$ cat config.mk
export PLATFORM = sky130hd
export DESIGN_NAME = ptw_top
export DESIGN_NICKNAME = d
export VERILOG_FILES = /design/src/rtl/ptw_pkg.sv /design/src/rtl/ptw_base_reg.sv /design/src/rtl/ptw_addr_gen.sv /design/src/rtl/ptw_entry_check.sv /design/src/rtl/ptw_fsm.sv /design/src/rtl/ptw_top.sv
export SDC_FILE = /design/constraint.sdc
export NUM_CORES = 1
export LEC_CHECK = 0
export BUFFER_PORTS_ARGS = -buffer_cell sky130_fd_sc_hd__buf_2
export CAP_MARGIN = 30
export CORE_MARGIN = 8
export CORE_UTILIZATION = 50
export CTS_BUF_LIST = sky130_fd_sc_hd__clkbuf_4 sky130_fd_sc_hd__clkbuf_8
export DETAILED_ROUTE_END_ITERATION = 12
export PLACE_DENSITY = 0.72
export SLEW_MARGIN = 5
export SYNTH_ARGS = -nofsm -noshare
export SYNTH_HDL_FRONTEND = slang
export SYNTH_HIERARCHICAL = 1
export SYNTH_SLANG_ARGS = --single-unit
export TNS_END_PERCENT = 10
$ cat constraint.sdc
create_clock -name clk -period 2.3 [get_ports clk]
set_input_delay 0.115 -clock clk [delete_from_list [all_inputs] [get_ports clk]]
set_output_delay 0.115 -clock clk [all_outputs]
set_load 0.05 [all_outputs]
$ cat src/rtl/ptw_pkg.sv
// Package: shared types and entry field positions for the page table walker.
// Assumes 32-bit entries with the present flag at the top and rights below it.
package ptw_pkg;

    typedef enum logic [1:0] {
        ST_IDLE      = 2'd0,
        ST_READ_REQ  = 2'd1,
        ST_WAIT_DATA = 2'd2,
        ST_RESPOND   = 2'd3
    } walk_state_t;

    typedef enum logic [1:0] {
        ACC_LOAD  = 2'b00,
        ACC_STORE = 2'b01,
        ACC_FETCH = 2'b10,
        ACC_NONE  = 2'b11
    } access_t;

    typedef enum logic [1:0] {
        RGT_RO   = 2'b00,
        RGT_RW   = 2'b01,
        RGT_EXEC = 2'b10,
        RGT_RSVD = 2'b11
    } rights_t;

    typedef enum logic [1:0] {
        CAUSE_NONE   = 2'b00,
        CAUSE_ABSENT = 2'b01,
        CAUSE_PROT   = 2'b10
    } cause_t;

    localparam int ENTRY_W    = 32;
    localparam int PRESENT_B  = 31;
    localparam int RIGHTS_LSB = 29;

endpackage

$ cat src/rtl/ptw_base_reg.sv
// Module: table base register with deferred update.
// Assumes writes arriving while the walker is busy must not disturb the walk
// in flight; the last such write is parked and applied once idle.
module ptw_base_reg #(
    parameter int          ADDR_W   = 32,
    parameter logic [31:0] BASE_RST = 32'h0
) (
    input  logic              clk,
    input  logic              rst_n,
    input  logic              idle,
    input  logic              base_we,
    input  logic [ADDR_W-1:0] base_wdata,
    output logic [ADDR_W-1:0] base_q,
    output logic              hold_off
);

    logic              pend_q;
    logic [ADDR_W-1:0] pend_data_q;

    // Update the base when idle, otherwise park the newest write.
    always_ff @(posedge clk) begin
        if (!rst_n) begin
            base_q      <= BASE_RST[ADDR_W-1:0];
            pend_q      <= 1'b0;
            pend_data_q <= '0;
        end else if (idle) begin
            if (base_we) begin
                base_q <= base_wdata;
                pend_q <= 1'b0;
            end else if (pend_q) begin
                base_q <= pend_data_q;
                pend_q <= 1'b0;
            end
        end else if (base_we) begin
            pend_q      <= 1'b1;
            pend_data_q <= base_wdata;
        end
    end

    // Block new walks during the cycle in which the base changes.
    always_comb hold_off = idle && (base_we || pend_q);

endmodule

$ cat src/rtl/ptw_addr_gen.sv
// Module: entry address generator.
// Assumes entries are 2**IDX_SHIFT bytes apart, indexed by page number.
module ptw_addr_gen #(
    parameter int ADDR_W    = 32,
    parameter int VPN_W     = 20,
    parameter int IDX_SHIFT = 2
) (
    input  logic [ADDR_W-1:0] base,
    input  logic [VPN_W-1:0]  vpn,
    output logic [ADDR_W-1:0] entry_addr
);

    localparam int PAD_W = ADDR_W - VPN_W;

    logic [ADDR_W-1:0] vpn_ext;

    // Widen the page number and scale it by the entry size.
    always_comb begin
        vpn_ext    = {{PAD_W{1'b0}}, vpn};
        entry_addr = base + (vpn_ext << IDX_SHIFT);
    end

endmodule

$ cat src/rtl/ptw_entry_check.sv
// Module: entry decoder and permission check.
// Assumes presence is tested before rights, so an absent entry always
// reports not-present.
module ptw_entry_check
    import ptw_pkg::*;
#(
    parameter int PPN_W = 20
) (
    input  logic [ENTRY_W-1:0] entry,
    input  logic [1:0]         acc,
    output logic [PPN_W-1:0]   ppn,
    output logic [1:0]         cause,
    output logic               fault
);

    logic    present;
    rights_t rights;
    logic    permit;

    // Split the entry into its fields.
    always_comb begin
        present = entry[PRESENT_B];
        rights  = rights_t'(entry[RIGHTS_LSB+1:RIGHTS_LSB]);
        ppn     = entry[PPN_W-1:0];
    end

    // Rights against access kind.
    always_comb begin
        unique case (access_t'(acc))
            ACC_LOAD:  permit = (rights == RGT_RO) || (rights == RGT_RW);
            ACC_STORE: permit = (rights == RGT_RW);
            ACC_FETCH: permit = (rights == RGT_EXEC);
            default:   permit = 1'b0;
        endcase
    end

    // Presence first, then protection.
    always_comb begin
        if (!present)     cause = CAUSE_ABSENT;
        else if (!permit) cause = CAUSE_PROT;
        else              cause = CAUSE_NONE;
        fault = (cause != CAUSE_NONE);
    end

endmodule

$ cat src/rtl/ptw_fsm.sv
// Module: walk sequencer: idle, issue read, wait for data, respond.
// Assumes the memory returns exactly one response per accepted read.
module ptw_fsm
    import ptw_pkg::*;
(
    input  logic clk,
    input  logic rst_n,
    input  logic req_valid,
    input  logic hold_off,
    input  logic mem_rd_ready,
    input  logic mem_rsp_valid,
    output logic idle,
    output logic accept,
    output logic take_rsp,
    output logic rd_valid,
    output logic respond
);

    walk_state_t st_q, st_d;

    // Handshake decodes for the current state.
    always_comb begin
        idle     = (st_q == ST_IDLE);
        accept   = idle && !hold_off && req_valid;
        rd_valid = (st_q == ST_READ_REQ);
        take_rsp = (st_q == ST_WAIT_DATA) && mem_rsp_valid;
        respond  = (st_q == ST_RESPOND);
    end

    // Next-state selection.
    always_comb begin
        st_d = st_q;
        unique case (st_q)
            ST_IDLE:      if (accept)       st_d = ST_READ_REQ;
            ST_READ_REQ:  if (mem_rd_ready) st_d = ST_WAIT_DATA;
            ST_WAIT_DATA: if (mem_rsp_valid) st_d = ST_RESPOND;
            default:                        st_d = ST_IDLE;
        endcase
    end

    // State register.
    always_ff @(posedge clk) begin
        if (!rst_n) st_q <= ST_IDLE;
        else        st_q <= st_d;
    end

endmodule

$ cat src/rtl/ptw_top.sv
// Module: single-level page table walker top.
// Assumes one walk at a time and a memory that answers every accepted read.
module ptw_top
    import ptw_pkg::*;
#(
    parameter int          ADDR_W    = 32,
    parameter int          VPN_W     = 20,
    parameter int          OFF_W     = 12,
    parameter int          PPN_W     = 20,
    parameter int          IDX_SHIFT = 2,
    parameter logic [31:0] BASE_RST  = 32'h0
) (
    input  logic              clk,
    input  logic              rst_n,
    input  logic              req_valid,
    output logic              req_ready,
    input  logic [VPN_W-1:0]  req_vpn,
    input  logic [OFF_W-1:0]  req_off,
    input  logic [1:0]        req_acc,
    input  logic              base_we,
    input  logic [ADDR_W-1:0] base_wdata,
    output logic              mem_rd_valid,
    input  logic              mem_rd_ready,
    output logic [ADDR_W-1:0] mem_rd_addr,
    input  logic              mem_rsp_valid,
    input  logic [ENTRY_W-1:0] mem_rsp_data,
    output logic              res_valid,
    output logic              res_fault,
    output logic [1:0]        res_cause,
    output logic [PPN_W-1:0]  res_ppn,
    output logic [OFF_W-1:0]  res_off,
    output logic              res_wr_commit
);

    logic              idle, accept, take_rsp, respond, hold_off;
    logic [ADDR_W-1:0] base_q;
    logic [VPN_W-1:0]  vpn_q;
    logic [OFF_W-1:0]  off_q;
    logic [1:0]        acc_q;
    logic [PPN_W-1:0]  chk_ppn;
    logic [1:0]        chk_cause;
    logic              chk_fault;
    logic [PPN_W-1:0]  ppn_q;
    logic [1:0]        cause_q;
    logic              fault_q;

    ptw_base_reg #(.ADDR_W(ADDR_W), .BASE_RST(BASE_RST)) base_i (
        .clk(clk), .rst_n(rst_n), .idle(idle), .base_we(base_we),
        .base_wdata(base_wdata), .base_q(base_q), .hold_off(hold_off)
    );

    ptw_fsm fsm_i (
        .clk(clk), .rst_n(rst_n), .req_valid(req_valid), .hold_off(hold_off),
        .mem_rd_ready(mem_rd_ready), .mem_rsp_valid(mem_rsp_valid),
        .idle(idle), .accept(accept), .take_rsp(take_rsp),
        .rd_valid(mem_rd_valid), .respond(respond)
    );

    ptw_addr_gen #(.ADDR_W(ADDR_W), .VPN_W(VPN_W), .IDX_SHIFT(IDX_SHIFT)) addr_i (
        .base(base_q), .vpn(vpn_q), .entry_addr(mem_rd_addr)
    );

    ptw_entry_check #(.PPN_W(PPN_W)) chk_i (
        .entry(mem_rsp_data), .acc(acc_q), .ppn(chk_ppn),
        .cause(chk_cause), .fault(chk_fault)
    );

    // Capture the request fields when a walk is accepted.
    always_ff @(posedge clk) begin
        if (!rst_n) begin
            vpn_q <= '0;
            off_q <= '0;
            acc_q <= 2'b00;
        end else if (accept) begin
            vpn_q <= req_vpn;
            off_q <= req_off;
            acc_q <= req_acc;
        end
    end

    // Capture the decoded entry when memory answers.
    always_ff @(posedge clk) begin
        if (!rst_n) begin
            ppn_q   <= '0;
            cause_q <= CAUSE_NONE;
            fault_q <= 1'b0;
        end else if (take_rsp) begin
            ppn_q   <= chk_ppn;
            cause_q <= chk_cause;
            fault_q <= chk_fault;
        end
    end

    // Drive the request handshake and the result port.
    always_comb begin
        req_ready     = idle && !hold_off;
        res_valid     = respond;
        res_fault     = respond && fault_q;
        res_cause     = respond ? cause_q : CAUSE_NONE;
        res_ppn       = (respond && !fault_q) ? ppn_q : '0;
        res_off       = respond ? off_q : '0;
        res_wr_commit = respond && !fault_q && (acc_q == ACC_STORE);
    end

endmodule

==> reports/qor.csv <==
metric,value,unit
Reg-to-Reg Start,fsm_i/st_q[0]$_SDFFE_PN0P_,
Final setup viols,24,
largest family of logic cells by synthesized area,simple AND/OR/NAND/NOR gates,
"EDFF count, synth",0,
Worst VDD drop,0.810,mV
Tmin final,2.83,ns
Worst Setup SP,vpn_q[0]$_SDFFE_PN0P_,
number of placement rows,43,
"Distinct cells, synth",62,
vias post-DR,6118,
worst skew pair latency,0.43,ns
Critical R2R Capture,fsm_i/st_q[0]$_SDFFE_PN0P_,
Worst slew margin,50.5,%
drt wl/cell,15.9,um
"Cell Area, Synth",7130,um^2
Final Instance Area,9670,um^2
compound-gate portion of the synthesized area,17.9,%
Register Area,2480,um^2
vias in the first global route,6047,
status,"finished, violations left",
crit path cell chain,ha_4 > inv_2 > fa_2 > nor2b_2 > o2111a_1 > o31a_1 > o211ai_4 > a21oi_1 > xor2_2 > buf_4,
# port buffers,165,
total gr overflow,0,
ys async rst share,0,%
max incr delay on CP,0.36,ns
fin crit share,123,%
Sequential Power Share,32.6,%
Least-Margin Pin Slew,0.739,ns
syn avg cell area,9.49,um^2
Sw Ratio,38.5,%
Fill cells,1055,
placed inst area,8150,um^2
largest net degree at the start of global routing,55,
area occupied by multi-input gates,4240,um^2
power per standard cell area,869,nW/um^2
Final ANT Viol Nets,0,
DR pass1 iterations,4,
RD Place Congestion,0.911,
"area leader, netlist",dfxtp_1,
RSZ-0062 raised after global routing,yes,
post-synthesis register bit count,124,
clk_skew,0.0122,ns
initial antenna violation count,0,
fmax,354,MHz
initial core utilization,51.2,%
DR iter-0 viols,309,
crit path buf inv count,2,
Post-Synth XOR/XNOR Area,2.58,%
first-pass GRT wire length,30300,um
CTS HTree Levels,4,
final slew viol count,0,
R2R depth,6,
post-synth top area share,34.8,%
Crit-path slowest cell,dfxtp_2,
clk sinks,124,
GR Util All Layers,20.5,%
crit path capture,mem_rd_addr[28],
Synth-to-Final Area Change,35.6,%
final wirelength,19100,um
"top cells by area, synth","dfxtp_1 (35%), mux2i_1 (13%), o2bb2ai_2 (6.3%)",
Gate power share,42.8,%
"Net count, final",1136,
setup_tns,-7.89,ns
# DRC,0,
Top delay family on crit path,compound AO/OA/AOI/OAI gates,
Critical Path Source Type,flop,
fraction of layout cells with a size suffix above 1,31.4,%
top_reg_cell synth,dfxtp_1,
CTS tree,built,
Crit. End Element,output port,
clk buf depth,2,
die width,135,um
full die area,18300,um^2
Vias/cell,5.10,
maxcap violations,0,
Crit path depth,10,
"Clk pin slew, worst setup/hold paths",0.07,ns
failing checks,negative setup slack,
worst hold path type,in2reg,
Clock power frac,24.6,%
hpwl dp,13100,um
worst setup margin,-0.527,ns
Placeable Area,13900,um^2
Root Driver,clkbuf_8,
Synth Area in Adders,4.67,%
DP Worst Slack,-0.237,ns
YS warnings,6,
die height,135,um
mux contribution to synthesized area,12.8,%
CTS Buf Count,17,
Final Hold Vio Count,0,
"setup slack, reg-to-reg",0.31,ns
"Net Count, Synth",882,
Psw,0.00323,W
CP Max Fanout,5,
Pleak,4.16,nW
Int Pwr,0.00517,W
Post-Syn Instances,752,
Setup CP Type,reg2out,
worst endpoint data arrival time,2.71,ns
simple-gate share of the synthesized area,18.8,%
register area share after synthesis,34.8,%
WP data required,2.18,ns
io pins,175,
==> routing by layer <==
metal	global-route usage, %	part of all wire [%]	vias up
met1	24.4	44	2861
met2	35.3	50	141
met4	7.90	1.8	0
li1	-	-	3092
met3	4.41	4.4	24
met5	0	0	-
==> worst min-delay path, delay by kind of cell <==
family,cells,cell delay (ns)
buffers and inverters,2,0.13
muxes,1,0.13
and+or+nand+nor,1,0.06
==> how the worst min path moves through the flow <==
stage                     start  cells past startpoint                                  to
2_1_floorplan     base_wdata[0]                      2  base_i/pend_data_q[0]$_SDFFE_PN0P_
3_3_place_gp      base_wdata[3]                      3  base_i/pend_data_q[3]$_SDFFE_PN0P_
3_5_place_dp      base_wdata[4]                      3  base_i/pend_data_q[4]$_SDFFE_PN0P_
4_1_cts        mem_rsp_data[31]                      4             cause_q[0]$_SDFFE_PN0P_
5_1_grt        mem_rsp_data[31]                      4             cause_q[0]$_SDFFE_PN0P_
6_report       mem_rsp_data[31]                      4             cause_q[0]$_SDFFE_PN0P_
==> layout by cell type (no fill, tap or decap), types with 5 or more instances in the layout <==
| master | count |
|---|---|
| a21boi_1 | 32 |
| a21oi_1 | 21 |
| and2_1 | 38 |
| buf_2 | 141 |
| buf_4 | 61 |
| buf_6 | 9 |
| clkbuf_4 | 5 |
| clkbuf_8 | 21 |
| dfxtp_1 | 122 |
| dlygate4sd3_1 | 86 |
| ha_1 | 20 |
| inv_1 | 20 |
| mux2i_1 | 91 |
| nand2_1 | 92 |
| nand2b_1 | 7 |
| nand3_1 | 13 |
| nor2_1 | 11 |
| nor2b_1 | 59 |
| nor3_1 | 11 |
| o211ai_1 | 7 |
| o21ai_0 | 8 |
| o21ai_1 | 6 |
| o2bb2ai_2 | 30 |
| xnor2_1 | 8 |
| xor2_2 | 8 |
==> logic make-up (layout without fill, tap and decap cells) <==
logic type	Yosys count	after routing
other	0	1
AOI/OAI and AO/OA	147	147
xor gates and xnor gates	21	21
buffers and inverters	88	354
DFF	124	124
muxes	91	91
and+or+nand+nor	255	255
adders and majority gates	26	26
==> through the flow <==
step           hold WS (ns)  total power (W)  instances  util [%]
3_5_place_dp          0.375          0.00608       1079      58.5
2_1_floorplan         0.250          0.00534        752         -
4_1_cts              0.0105          0.00830       1197      68.2
3_3_place_gp          0.368          0.00604       1079      58.5
6_report             0.0358          0.00840       1199      69.4
5_1_grt              0.0365          0.00881       1198      69.4
==> power groups by stage <==
stage          sequential [W]  clock [W]  combinational (W)
6_report              0.00274    0.00206            0.00360
5_1_grt               0.00278    0.00219            0.00384
4_1_cts               0.00273    0.00210            0.00347
3_5_place_dp          0.00277          0            0.00331
3_3_place_gp          0.00276          0            0.00328
2_1_floorplan         0.00272          0            0.00263
==> sequential cells by signal, summed over array words and instances (netlist names) <==
signal and cells:
acc_q 2, base_i/base_q 32, base_i/pend_data_q 32, base_i/pend_q 1, cause_q 2, fault_q 1, fsm_i/st_q 2, off_q 12
ppn_q 20, vpn_q 20
==> final cells by class <==
cell class	instances	share of cell area [%]
multi-input combinational	540	43.8
sequential	124	25.7
timing repair buffer	302	22.9
clock buffer	25	3.30
tap	180	2.33
clock inverter	6	1.13
inverter	21	0.815
antenna	1	0.0259
==> cells in the mapped netlist, types with 6 or more instances <==
master and n:
xor2_1 11, clkbuf_1 7, a21boi_1 33, dfxtp_1 124, nand2_1 92, o211ai_1 7, xnor2_1 10, and2_1 38
buf_4 27, nor2_1 13, o21ai_1 7, inv_1 21, a21oi_1 23, nand2b_1 7, nor3_1 12, o2bb2ai_2 30
nand3_1 13, mux2i_1 91, nor2b_1 61, buf_2 21, buf_12 6, o21ai_0 8, ha_1 25
==> repair_timing <==
| item | in CTS | in global routing |
|---|---|---|
| pin swaps | 7 | 9 |
| buffers inserted | 1 | 1 |
| setup endpoints to repair | 25 | 26 |
| gates resized for setup | 18 | 55 |
| hold buffers | 86 | 0 |
| hold endpoints to repair | 110 | 0 |
Note: power is estimated with default switching activity, not from simulation.
